## src/rtl/acq_pkg.sv

```systemverilog
package acq_pkg;
    typedef enum logic [1:0] {
        FREQ_ACQ    = 2'd0,
        SWITCH_UP   = 2'd1,
        PHASE_TRACK = 2'd2,
        SWITCH_DOWN = 2'd3
    } acq_state_t;
endpackage

```

## src/rtl/acq_freq_window.sv

```systemverilog
module acq_freq_window #(
    parameter int WIN_REFS = 1024,
    parameter int TOL      = 1
) (
    input  logic clk,
    input  logic rst_n,
    input  logic active,
    input  logic ref_tick,
    input  logic div_tick,
    output logic win_done,
    output logic win_ok
);
    localparam int RW     = $clog2(WIN_REFS);
    localparam int DW     = $clog2(WIN_REFS + TOL + 2) + 1;
    localparam int LO     = WIN_REFS - TOL;
    localparam int HI     = WIN_REFS + TOL;
    localparam logic [DW-1:0] DMAX = '1;

    logic [RW-1:0] ref_cnt;
    logic [DW-1:0] div_cnt;
    logic [DW-1:0] div_total;

    // count including a divider pulse on the closing edge, saturating
    always_comb begin
        if (div_tick && (div_cnt != DMAX)) div_total = div_cnt + 1'b1;
        else                               div_total = div_cnt;
    end

    assign win_done = active && ref_tick && (ref_cnt == RW'(WIN_REFS - 1));
    assign win_ok   = (div_total >= DW'(LO)) && (div_total <= DW'(HI));

    always_ff @(posedge clk or negedge rst_n) begin
        if (!rst_n) begin
            ref_cnt <= '0;
            div_cnt <= '0;
        end else if (!active || win_done) begin
            ref_cnt <= '0;
            div_cnt <= '0;
        end else begin
            if (ref_tick) ref_cnt <= ref_cnt + 1'b1;
            div_cnt <= div_total;
        end
    end
endmodule

```

## src/rtl/acq_confirm.sv

```systemverilog
module acq_confirm #(
    parameter int CONFIRM = 4
) (
    input  logic clk,
    input  logic rst_n,
    input  logic active,
    input  logic win_done,
    input  logic win_ok,
    output logic confirmed
);
    localparam int GW = $clog2(CONFIRM + 1);

    logic [GW-1:0] good_cnt;

    assign confirmed = win_done && win_ok && (good_cnt == GW'(CONFIRM - 1));

    always_ff @(posedge clk or negedge rst_n) begin
        if (!rst_n) begin
            good_cnt <= '0;
        end else if (!active || confirmed) begin
            good_cnt <= '0;
        end else if (win_done) begin
            if (win_ok) good_cnt <= good_cnt + 1'b1;
            else        good_cnt <= '0;
        end
    end
endmodule

```

## src/rtl/acq_sequencer.sv

```systemverilog
module acq_sequencer
    import acq_pkg::*;
#(
    parameter int WIN_REFS = 1024,
    parameter int TOL      = 1,
    parameter int CONFIRM  = 4
) (
    input  logic clk,
    input  logic rst_n,
    input  logic ref_tick,
    input  logic div_tick,
    input  logic data_lock_lost,
    output logic fll_en,
    output logic pll_en,
    output logic locked
);
    acq_state_t state, state_nx;
    logic active, win_done, win_ok, confirmed;

    assign active = (state == FREQ_ACQ);

    acq_freq_window #(.WIN_REFS(WIN_REFS), .TOL(TOL)) u_window (
        .clk      (clk),
        .rst_n    (rst_n),
        .active   (active),
        .ref_tick (ref_tick),
        .div_tick (div_tick),
        .win_done (win_done),
        .win_ok   (win_ok)
    );

    acq_confirm #(.CONFIRM(CONFIRM)) u_confirm (
        .clk       (clk),
        .rst_n     (rst_n),
        .active    (active),
        .win_done  (win_done),
        .win_ok    (win_ok),
        .confirmed (confirmed)
    );

    always_comb begin
        state_nx = state;
        unique case (state)
            FREQ_ACQ:    if (confirmed) state_nx = SWITCH_UP;
            SWITCH_UP:   state_nx = PHASE_TRACK;
            PHASE_TRACK: if (data_lock_lost) state_nx = SWITCH_DOWN;
            SWITCH_DOWN: state_nx = FREQ_ACQ;
            default:     state_nx = FREQ_ACQ;
        endcase
    end

    always_ff @(posedge clk or negedge rst_n) begin
        if (!rst_n) state <= FREQ_ACQ;
        else        state <= state_nx;
    end

    always_comb begin
        fll_en = 1'b0;
        pll_en = 1'b0;
        locked = 1'b0;
        unique case (state)
            FREQ_ACQ:    fll_en = 1'b1;
            PHASE_TRACK: begin
                pll_en = 1'b1;
                locked = !data_lock_lost;
            end
            default: ;
        endcase
    end
endmodule

```

## config.mk

```make
export PLATFORM = sky130hd
export DESIGN_NAME = acq_sequencer
export DESIGN_NICKNAME = d
export VERILOG_FILES = /design/src/rtl/acq_pkg.sv /design/src/rtl/acq_freq_window.sv /design/src/rtl/acq_confirm.sv /design/src/rtl/acq_sequencer.sv
export SDC_FILE = /design/constraint.sdc
export NUM_CORES = 1
export LEC_CHECK = 0
export ABC_CLOCK_PERIOD_IN_PS = 5100
export BUFFER_PORTS_ARGS = -buffer_cell sky130_fd_sc_hd__buf_2
export CORE_ASPECT_RATIO = 1.5
export CORE_UTILIZATION = 40
export CTS_CLUSTER_DIAMETER = 120
export CTS_CLUSTER_SIZE = 12
export DETAILED_ROUTE_END_ITERATION = 6
export PLACE_DENSITY = 0.68
export SLEW_MARGIN = 10
export SYNTH_ARGS = -nofsm -noshare
export SYNTH_HDL_FRONTEND = slang
export SYNTH_SLANG_ARGS = --single-unit
```

## constraint.sdc

```tcl
create_clock -name clk -period 5.1 [get_ports clk]
set_input_delay 0 -clock clk [delete_from_list [all_inputs] [get_ports clk]]
set_output_delay 0 -clock clk [all_outputs]
set_load 0.1 [all_outputs]
```

* Word level (Yosys, flattened, before mapping)
Cells that the tools add are included. W data, S select, Z words.
Word-level totals: bits of input ports 5, bits in registers 27, output and inout port bits 3
Operators by class: multiplexer cells 13, add/sub/neg operators 3, order comparisons 2, equality and inequality tests 8, reduce and logical (&&, ||, !) cells 14
Operators by type and width (count):
- $mux W12 | 2
- $mux W10 | 2
- $add A12 B1 Y12 const B | 1
- $ge A12 B10 Y1 const B | 1
- $le A12 B11 Y1 const B | 1
- $ne A12 B12 Y1 const B | 1
- $add A10 B1 Y10 const B | 1
- $eq A10 B10 Y1 const B | 1
- $mux W3 | 3
- $pmux W2 S4 | 1
- $logic_and A1 B1 Y1 | 6
- $eq A2 B2 Y1 const B | 2
- $mux W2 | 2
- $ne A2 B2 Y1 const B | 2
- $reduce_bool A2 Y1 | 2
- $add A3 B1 Y3 const B | 1
- $eq A3 B2 Y1 const B | 1
- $mux W1 | 3
- $eq A2 B1 Y1 const B | 1
- $logic_not A1 Y1 | 2
- $logic_not A2 Y1 | 1
- $logic_or A1 B1 Y1 | 2
- $reduce_and A2 Y1 | 1

* Logic depth before layout (Yosys ltp)
Gate-level depths: netlist of the first run.
depth in word-level cells 9, gate-level depth with buffers 9, mapped depth without buffers 9

* Modules after synthesis
Synthesis of the first run repeated with hierarchy kept, for this count alone.
Second synthesis, totals: cell total of the unflattened synthesis 166, area, all modules 1607.8 µm²
By module, submodules not included:
- acq_freq_window | instances 1, sequential area each 550.5 µm², area an instance 1287.5 µm², cells an instance 139
- acq_confirm | instances 1, sequential area each 75.1 µm², area an instance 186.4 µm², cells an instance 16
- acq_sequencer | instances 1, sequential area each 50.0 µm², area an instance 133.9 µm², cells an instance 11

* Worst setup path after synthesis of the first run
Ideal clock, no wire load.
kind flip-flop to flip-flop, start register state[0], end register state[0], clock period less this slack 2831 ps, setup time 82 ps, stages on the path, launching flop included 10, slack 2269 ps, buffers on the path 0, arrival time 2749 ps, required time 5018 ps, cells stage by stage dfrtp_1 inv_1 ha_1 nand3_1 or4_1 nor2_1 mux2_4 nor4b_1 o21ai_1 a31oi_1
On the way: cells in the longest elaborated chain, start to end 7, elaborated cells on any way between the ends 12, those cells by class eq/ne (5); mux (1); reduce/logical (6)
Ends and longest elaborated chain:
- from (decl) | RTL line acq_sequencer.sv:17 | acq_state_t state, state_nx;
- from (signal assigned) | RTL line acq_sequencer.sv:54 | else state <= state_nx;
- $logic_not A2 Y1 | RTL line acq_sequencer.sv:20, acq_sequencer.sv:43
- $logic_and A1 B1 Y1 (2 in series) | RTL line acq_freq_window.sv:29 | assign win_done = active && ref_tick && (ref_cnt == RW'(WIN_REFS - 1));
- $logic_and A1 B1 Y1 (2 in series) | RTL line acq_confirm.sv:15 | assign confirmed = win_done && win_ok && (good_cnt == GW'(CONFIRM - 1));
- $ne A2 B2 Y1 (no source line)
- $reduce_and A2 Y1 (no source line)
Several ways; a longest one is shown, not always the timed one. A chain may end at the register's enable or synchronous reset.

* Final worst setup path of the first run
start register u_window.div_cnt[1], end register u_confirm.good_cnt[1]
On the way: cells in the longest elaborated chain, start to end 9, elaborated cells on any way between the ends 14, those cells by class add/sub (1); order compare (2); eq/ne (1); mux (4); reduce/logical (6)
Ends and longest elaborated chain:
- from (decl) | RTL line acq_freq_window.sv:20 | logic [DW-1:0] div_cnt;
- from (signal assigned) | RTL line acq_freq_window.sv:41 | div_cnt <= div_total;
- parallel branches: the longest is 2 deep, another holds $add A12 B1 Y12
- $mux W12 * | RTL line acq_freq_window.sv:25 | if (div_tick && (div_cnt != DMAX)) div_total = div_cnt + 1'b1;
- $ge A12 B10 Y1 or $le A12 B11 Y1 (tied branches) | RTL line acq_freq_window.sv:30 | assign win_ok = (div_total >= DW'(LO)) && (div_total <= DW'(HI));
- $logic_and A1 B1 Y1 * | RTL line acq_freq_window.sv:30
- $logic_and A1 B1 Y1 (2 in series) | RTL line acq_confirm.sv:15
- $logic_or A1 B1 Y1 | RTL line acq_confirm.sv:20 | end else if (!active || confirmed) begin
- $mux W3 or $reduce_bool A2 Y1 (tied branches)
- to (signal assigned) | RTL line acq_confirm.sv:23 | if (win_ok) good_cnt <= good_cnt + 1'b1;
- to (decl) | RTL line acq_confirm.sv:13 | logic [GW-1:0] good_cnt;
Mark *: on every way between the ends. The select of a mux whose other input is x is not followed.

==> flow_summary.ini, run 1 <==
[logic_synthesis]
yosysWarnings = 0
synth-main-ff-cell = dfrtp_1
yosys_register_bits = 27
syn_nets = 219
yosysSeqAreaShare_pct = 36.7
avgSynthCellArea_um2 = 8.85
synth_enable_flop_cells = 0
ys_types = 44
syn_inst = 208
syn_area_um2 = 1840
async_flop_share_pct = 100

[cts]
cts_inserted_buffers = 3
root_buffer = clkbuf_8
post_cts_resized = 0
cts_sinks = 27
clockBufferDepth = 2
holdBufCountCts = 1
htreeDepth = 1
clk_latency_ns = 0.28
cts_tree = yes
post_cts_buffers = 0
cts.clk_slew.worst_paths_ns = 0.08

[timing]
fin_crit_ns = 2.87
setup_tns_ns = 0
slew_headroom_pct = 51.7
rsz0062_at_grt = no
hold_viol = 0
timing.fmax_ghz = 0.348
worstMarginPinSlew_ns = 0.723
setup_violations = 0
drv_slew = 0
hold_ws_ns = 0.0382
finClkSkew_ns = 0.0108
final.period_utilization_pct = 56.3

[cells_and_area]
final_cell_mix = nor2_1 (32), dfrtp_1 (27), nand2_1 (15), inv_1 (11), nand3_1 (11)
final_common_cell = nor2_1
multi_input_area_um2 = 1070
area_growth_pct = 5.23
seq_area_um2 = 676
n_antenna_cell = 0
nFillCells = 424
finalNonFillerCells = 257
utilization_pct = 44.9
drive_above_1_share_pct = 11.4
nets = 223

[placed_design]
dp_cells = 252
gp_congestion = 0.892
port_buffers = 7
hpwl_um = 2900

[detailed_routing]
num_vias = 1475
drt-initial-drc-count = 25
vias_per_cell = 5.74
drc_errors = 1
wl_per_cell_um = 14.8
drtAntennaViolNets = 0
drt-total-wl_um = 3810
drt_pass1_iterations = 6

[pwr]
intPower_uw = 347
leakage_nw = 0.788
comb_power_share_pct = 39.9
irDropWorstVdd_mv = 0.303
power_density_nw_per_um2 = 317
switching_power_uw = 268
seqPwrFrac_pct = 40.4
p_clk_share_pct = 19.8
p_sw_share_pct = 43.5

[floorplanning]
rows = 29
io_pins = 8
fp.dieH_um = 85.1
die_width_um = 57.4
die_area_um2 = 4880
start_util_pct = 42.6
coreArea_um2 = 4320

[global_route]
grt_max_degree = 28
grt_pass1_wl_um = 6600
antenna_found_initial = 0
track_usage_pct = 17.3
first_global_vias = 1494
grt_overflow = 0

[setup_path]
cp_max_fo = 8
path_buf_inv = 0
path_cells = ha_1 > nand3_2 > nor4_4 > mux2_4 > or4_1 > nor4b_2 > o2111ai_1 > o22ai_1
worst_path_max_delay_cell = or4_1
slowest_delay_ns = 0.49
cp-end-kind = flip-flop
crit_family = simple AND/OR/NAND/NOR gates
worst_setup_path_start_kind = flip-flop
critPathKind = flip-flop to flip-flop
worstPathArrival_ns = 3.05
cp_data_required_time_ns = 5.28

[worst_hold_path]
worst_hold_path_type = input pin to flip-flop

[run_status]
outcome = complete, but fails checks
violations = DRC

[job]
maxCapViolCount = 0
-- tightest hold or removal path, stage by stage --
cell and delay [ns]:
buf_2 0.13, nand3_1 0.07, a21boi_0 0.07
-- power by group through the flow --
stage          Sequential [mW]  Clock, mW  Combinational, mW
6_report                 0.248      0.121              0.245
5_1_grt                  0.250      0.136              0.269
4_1_cts                  0.248      0.125              0.248
3_5_place_dp             0.252          0              0.247
3_3_place_gp             0.251          0              0.245
2_1_floorplan            0.248          0              0.208
-- flip-flops by register name, summed over array words and instances (netlist names) --
register	flops
u_window.ref_cnt	10
u_confirm.good_cnt	3
u_window.div_cnt	12
state	2
-- kinds of logic (layout without fill, tap and decap cells) --
kind of cell	Yosys count	count (layout)	share of synthesized area, %
AO/OA/AOI/OAI	27	27	9.79
adder cells (fa/ha/maj)	6	6	4.08
flip-flops	27	27	36.7
AND/OR/NAND/NOR	104	104	31.9
XOR/XNOR	18	18	8.57
buffers and inverters	20	23	5.03
multiplexers	6	6	3.94
-- synthesized netlist by cell type (3+ instances only) --
cell | number | area share (%)
o22ai_1 | 3 | 1.0
xnor2_1 | 9 | 4.3
buf_4 | 4 | 1.6
dfrtp_1 | 27 | 37
a31oi_1 | 4 | 1.4
nor2_1 | 32 | 6.5
nand2_1 | 15 | 3.1
nand4_1 | 8 | 2.7
o211ai_1 | 3 | 1.2
xor2_1 | 9 | 4.3
o2111ai_1 | 3 | 1.4
nand3_1 | 11 | 3.0
nand2b_1 | 5 | 1.7
and4_1 | 4 | 1.9
and2_1 | 3 | 1.0
o21ai_0 | 5 | 1.4
inv_1 | 11 | 2.2
nor3_1 | 7 | 1.9
ha_1 | 6 | 4.1
nor3b_1 | 3 | 1.2
clkbuf_1 | 3 | 0.61
-- area by class of cell --
| cell class | count | area share [%] |
|---|---|---|
| clock buffer | 4 | 2.33 |
| sequential | 27 | 34.9 |
| timing repair buffer | 8 | 2.33 |
| inverter | 11 | 2.13 |
| tap | 46 | 2.97 |
| multi-input combinational | 161 | 55.4 |
-- path summary, 6_finish.rpt --
check	from	endpoint	slack [ns]	cells after the start
max reg2reg	u_window.div_cnt[1]	u_confirm.good_cnt[1]	2.23	8
min	ref_tick	u_window.ref_cnt[1]	0.04	3
min in group asynchronous	rst_n	u_confirm.good_cnt[2]	0.27	2
max	u_window.div_cnt[1]	u_confirm.good_cnt[1]	2.23	8
min reg2reg	u_confirm.good_cnt[0]	u_confirm.good_cnt[0]	0.50	1
max in group asynchronous	rst_n	u_window.ref_cnt[1]	4.42	2
-- stage by stage --
stage                     setup WS, ns  area, um2  total power [mW]
after floorplan                   2.27       1840             0.456
after global placement            2.31       1880             0.496
after detailed placement          2.24       1880             0.498
after CTS                         2.22       1940             0.621
after global routing              2.01       1940             0.654
final                             2.23       1940             0.614
-- routing by layer --
layer	track usage [%]	vias up	wire length, um
met5	0	-	0
met4	9.09	0	158
met3	2.59	13	101
met2	31.0	25	1920
met1	19.3	694	1630
li1	-	743	-
No activity file was read; power rests on OpenSTA's default activity.
==> inputs of run 2 (changes only) <==
Settings changed: ABC_CLOCK_PERIOD_IN_PS 5100 to 2600, PLACE_DENSITY 0.68 to 0.7.
Clock period 5.1 ns to 2.6 ns, I/O delays scaled along.
==> flow_summary.ini, run 2 (synthesized netlist as in run 1, its figures left out) <==
[detailed_routing]
drt_pass1_iterations = 4
drtAntennaViolNets = 0
drt-initial-drc-count = 49
vias_per_cell = 5.74
num_vias = 1550
wl_per_cell_um = 14.5
drt-total-wl_um = 3910
drc_errors = 0

[cells_and_area]
area_growth_pct = 13.5
drive_above_1_share_pct = 20.5
top_register = u_window.div_cnt
nFillCells = 417
final_common_cell = nor2_1
final_cell_mix = nor2_1 (32), dfrtp_1 (24), nand2_1 (15), buf_4 (13)
largestRegisters = u_window.div_cnt (12), u_window.ref_cnt (10), u_confirm.good_cnt (3)
n_antenna_cell = 0
nets = 236
largest_reg_flops = 12

[setup_path]
cp_max_fo = 6
critPathKind = flip-flop to flip-flop
worst_path_max_delay_cell = or4_4
cp_data_required_time_ns = 2.79
worst_setup_path_start_kind = flip-flop
slowest_delay_ns = 0.50
worstPathArrival_ns = 2.63
path_cells = ha_4 > nand3_4 > nor4_4 > mux2_4 > or4_4 > nor4b_4 > o2111ai_2 > o22ai_1
cp-end-kind = flip-flop
path_buf_inv = 0
crit_family = simple AND/OR/NAND/NOR gates

[cts]
cts.clk_slew.worst_paths_ns = 0.10
htreeDepth = 1
cts_tree = yes
post_cts_buffers = 0
clockBufferDepth = 2
root_buffer = clkbuf_8
clk_latency_ns = 0.27
cts_sinks = 27
cts_inserted_buffers = 3

[job]
maxCapViolCount = 0

[global_route]
grt_overflow = 0
first_global_vias = 1511
grt_pass1_wl_um = 6620
antenna_found_initial = 0
track_usage_pct = 17.1
grt_max_degree = 28

[placed_design]
port_buffers = 7
hpwl_um = 2950
gp_congestion = 0.839

[timing]
rsz0062_at_grt = no
fin_crit_ns = 2.44
final.period_utilization_pct = 93.7
finClkSkew_ns = 0.00425
slew_headroom_pct = 60.0
drv_slew = 0
worstMarginPinSlew_ns = 0.594
setup_tns_ns = 0
hold_viol = 0
setup_violations = 0
timing.fmax_ghz = 0.411

[floorplanning]
rows = 29
io_pins = 8
die_width_um = 57.4
fp.dieH_um = 85.1
start_util_pct = 42.6
die_area_um2 = 4880
coreArea_um2 = 4320

[pwr]
seqPwrFrac_pct = 37.9
comb_power_share_pct = 43.1
total_power_mw = 1.28
leakage_nw = 0.866
power_density_nw_per_um2 = 611
switching_power_uw = 547
intPower_uw = 729
irDropWorstVdd_mv = 0.629
p_sw_share_pct = 42.9
p_clk_share_pct = 19.0

[run_status]
outcome = finished clean

[worst_hold_path]
worst_hold_path_type = input pin to flip-flop
==> run 2: cell count changes in the layout (fill, tap and decap cells not counted), moves of 2 or more <==
cell / before / now
buf_4: 0 / 13
ha_2: 0 / 2
ha_1: 6 / 3
dfrtp_1: 27 / 24
dfrtp_2: 0 / 3
==> run 2: cell type report <==
cell class	instances	area, um2	share of cell area [%]
multi-input combinational	161	1120	53.7
tap	46	57.6	2.76
inverter	11	41.3	1.98
clock buffer	4	45.0	2.16
timing repair buffer	21	143	6.83
sequential	27	679	32.5
==> run 2: power groups by stage <==
stage	clock network, mW	registers (mW)	logic [mW]
finish	0.243	0.483	0.550
global route	0.262	0.487	0.599
CTS	0.246	0.480	0.550
detailed placement	0	0.486	0.546
global placement	0	0.485	0.542
floorplan	0	0.487	0.417
==> run 2: per-layer routing <==
layer	GRT usage, %	routed length [um]	vias up
met4	5.99	59	0
met3	2.44	66	6
li1	-	-	772
met5	0	0	-
met2	30.4	2050	22
met1	20.6	1730	750
==> run 2: final timing paths <==
check,from,to,slack [ns],cells after the start
max in group asynchronous,rst_n,u_window.div_cnt[2],1.91,2
max,u_window.div_cnt[1],u_confirm.good_cnt[2],0.16,8
min reg2reg,u_confirm.good_cnt[0],u_confirm.good_cnt[0],0.51,1
min,ref_tick,u_window.ref_cnt[1],0.07,3
max reg2reg,u_window.div_cnt[1],u_confirm.good_cnt[2],0.16,8
min in group asynchronous,rst_n,u_window.div_cnt[0],0.26,2
==> run 2: per-stage QoR <==
stage	instance area, um2	utilization, %	std cells	hold slack [ns]	setup WS (ns)
floorplan	1850	-	208	-0.296	0.0632
global route	2090	48.4	270	0.0962	0.0132
CTS	2050	47.4	270	0.0627	0.00856
detailed placement	1980	46.0	265	0.0534	-0.0346
finish	2090	48.4	270	0.0695	0.165
global placement	1980	46.0	265	0.0471	0.0495
==> run 2: timing repair <==
action | CTS | global route
resized for setup | 2 | 8
endpoints found under the hold margin | 27 | 0
endpoints found under the setup margin | 3 | 5
pin swaps | 0 | 5
hold buffers | 1 | 0
==> run 2: worst register-to-register path, delay by kind of cell, from the launching register on <==
kind,cells,cell delay (ns)
compound gates,2,0.32
flops,1,0.40
simple gates,4,1.10
mux,1,0.34
fa+ha+maj,1,0.20
==> inputs of run 3 (changes only) <==
Settings changed: ABC_AREA from default to 1.
==> flow_summary.ini, run 3 <==
[logic_synthesis]
async_flop_share_pct = 100
synthMuxAreaShare_pct = 0.567
yosysMostFrequentCell = nand2_1
synth-main-ff-cell = dfrtp_1
avgSynthCellArea_um2 = 6.90
syn_nets = 267
yosysSeqAreaShare_pct = 38.2
synth_compound_area_share_pct = 2.97
synth_common_cells = nand2_1 (79), nor2_1 (42), inv_1 (33), dfrtp_1 (27), nand3_1 (21)
synth_enable_flop_cells = 0
synth-simple-area-share_pct = 43.5
yosys_register_bits = 27
yosys-top-cells-area = dfrtp_1 (38%), nand2_1 (17%), nor2_1 (8.9%), inv_1 (7.0%), nand3_1 (5.9%)
synth-xor-area-share_pct = 1.98
syn_inst = 256
yosysWarnings = 0
ys_types = 29
synth_top_area_cell = dfrtp_1
synth_top_area_share_pct = 38.2
synthAdderAreaFrac_pct = 4.25
synth_top_family_by_area = simple AND/OR/NAND/NOR gates
syn_area_um2 = 1770

[global_route]
grt_pass1_wl_um = 6380
track_usage_pct = 16.9
grt_max_degree = 28
first_global_vias = 1545
antenna_found_initial = 0
grt_overflow = 0

[placed_design]
port_buffers = 7
hpwl_um = 2790
place_area_um2 = 1870
gp_congestion = 0.882

[floorplanning]
coreArea_um2 = 4250
die_area_um2 = 4690
fp.dieH_um = 83.4
rows = 29
start_util_pct = 41.6
die_width_um = 56.3
io_pins = 8

[detailed_routing]
drt-total-wl_um = 3490
drc_errors = 0
drtAntennaViolNets = 0
wl_per_cell_um = 11.1
drt-initial-drc-count = 31
num_vias = 1553
vias_per_cell = 4.95
drt_pass1_iterations = 4

[setup_path]
slowest_delay_ns = 0.40
cp_max_fo = 18
cp_data_required_time_ns = 2.76
path_cells = ha_1 > inv_1 > nor2_2 > nand3_4 > nand2_1 > nand2_1 > nand2_1 > inv_1 > nor2_1 > nand3_1 > nand2_1 > nand3_2 > nand2_2 > nand2_2 > nand2_1 > nand2_1
critPathKind = flip-flop to flip-flop
worst_path_max_delay_cell = dfrtp_1
crit_family = simple AND/OR/NAND/NOR gates
worst_path_most_repeated_cell = nand2_1
cp-end-kind = flip-flop
worst_setup_path_start_kind = flip-flop
path_buf_inv = 2
worstPathArrival_ns = 2.30

[pwr]
switching_power_uw = 485
power_density_nw_per_um2 = 647
p_clk_share_pct = 18.6
leakage_nw = 0.942
comb_power_share_pct = 32.2
seqPwrFrac_pct = 49.1
p_sw_share_pct = 38.9
intPower_uw = 760
irDropWorstVdd_mv = 0.380

[timing]
rsz0062_at_grt = no
setup_violations = 0
setup_tns_ns = 0
slew_headroom_pct = 59.8
finClkSkew_ns = 0.00456
timing.fmax_ghz = 0.468
final.period_utilization_pct = 82.2
worstMarginPinSlew_ns = 0.603
hold_viol = 0
hold_ws_ns = 0.00946
fin_crit_ns = 2.14
drv_slew = 0

[cells_and_area]
n_antenna_cell = 0
final_cell_area_um2 = 1920
nets = 280
top_register = u_window.div_cnt
final_common_cell = nand2_1
drive_above_1_share_pct = 11.2
final_cell_mix = nand2_1 (79), nor2_1 (41), inv_1 (33), dfrtp_1 (27), nand3_1 (21)
utilization_pct = 45.3
largest_reg_flops = 12
area_growth_pct = 8.85
largestRegisters = u_window.div_cnt (12), u_window.ref_cnt (10), u_confirm.good_cnt (3)

[run_status]
outcome = finished clean

[cts]
post_cts_resized = 0
root_buffer = clkbuf_8
clockBufferDepth = 2
clk_latency_ns = 0.27
cts_inserted_buffers = 3
htreeDepth = 1
cts.clk_slew.worst_paths_ns = 0.09
cts_sinks = 27
cts_tree = yes

[job]
maxCapViolCount = 0

[worst_hold_path]
worst_hold_path_type = input pin to flip-flop
[run 3: path summary, 6_finish.rpt]
kind / start / to / slack, ns / cells past startpoint
setup / recovery: u_window.div_cnt[0] / state[1] / 0.46 / 16
hold / removal: ref_tick / u_window.ref_cnt[1] / 0.009 / 3
setup reg to reg: u_window.div_cnt[0] / state[1] / 0.46 / 16
hold reg to reg: state[0] / state[0] / 0.48 / 2
max in group asynchronous: rst_n / u_window.ref_cnt[9] / 1.94 / 2
min in group asynchronous: rst_n / u_window.ref_cnt[0] / 0.26 / 2
[run 3: layout make-up]
cell class | count | area (um2)
clock buffer | 3 | 41.3
clock inverter | 1 | 5.00
fill | 443 | 2320
inverter | 36 | 135
multi-input combinational | 191 | 948
sequential | 27 | 676
tap | 46 | 57.6
timing repair buffer | 10 | 60.1
[run 3: worst register-to-register path, stage by stage, from the launching register on]
cell	delay, ns
dfrtp_1	0.40
ha_1	0.21
inv_1	0.06
nor2_2	0.16
nand3_4	0.21
nand2_1	0.18
nand2_1	0.06
nand2_1	0.11
inv_1	0.05
nor2_1	0.12
nand3_1	0.10
nand2_1	0.08
nand3_2	0.06
nand2_2	0.08
nand2_2	0.05
nand2_1	0.05
nand2_1	0.05
[run 3: what timing repair did]
item | in CTS | in global routing
setup endpoints to repair | 0 | 0
buffers inserted | 0 | 0
hold endpoints to repair | 27 | 0
hold buffers | 1 | 0
[run 3: power groups by stage]
| stage | Sequential (mW) | Clock [mW] | Combinational (mW) |
|---|---|---|---|
| global placement | 0.617 | 0 | 0.392 |
| floorplan | 0.593 | 0 | 0.323 |
| finish | 0.611 | 0.232 | 0.401 |
| detailed placement | 0.617 | 0 | 0.406 |
| global route | 0.632 | 0.256 | 0.480 |
| CTS | 0.610 | 0.241 | 0.409 |
[run 3: per-layer routing]
layer  vias up  part of all wire (%)  global-route usage [%]  wire length [um]
met5         -                     0                       0                 0
met4         0                   2.2                    6.65                76
met3         8                   1.4                    1.40                49
met2        21                    54                    32.5              1890
met1       701                    42                    18.6              1460
li1        823                     -                       -                 -
[run 3: cells by family (layout without fill, tap and decap cells)]
| family | count (synthesis) | count (layout) |
|---|---|---|
| multiplexers | 1 | 1 |
| buffers and inverters | 38 | 50 |
| flip-flops | 27 | 27 |
| AND/OR/NAND/NOR | 170 | 170 |
| XOR/XNOR | 4 | 4 |
| AO/OA/AOI/OAI | 10 | 10 |
| adder cells (fa/ha/maj) | 6 | 6 |
[run 3: through the flow]
| stage | power, mW | instances | worst slack [ns] |
|---|---|---|---|
| finish | 1.24 | 314 | 0.464 |
| floorplan | 0.916 | 256 | 0.166 |
| global route | 1.37 | 314 | 0.176 |
| global placement | 1.01 | 309 | 0.510 |
| CTS | 1.26 | 314 | 0.465 |
| detailed placement | 1.02 | 309 | 0.484 |
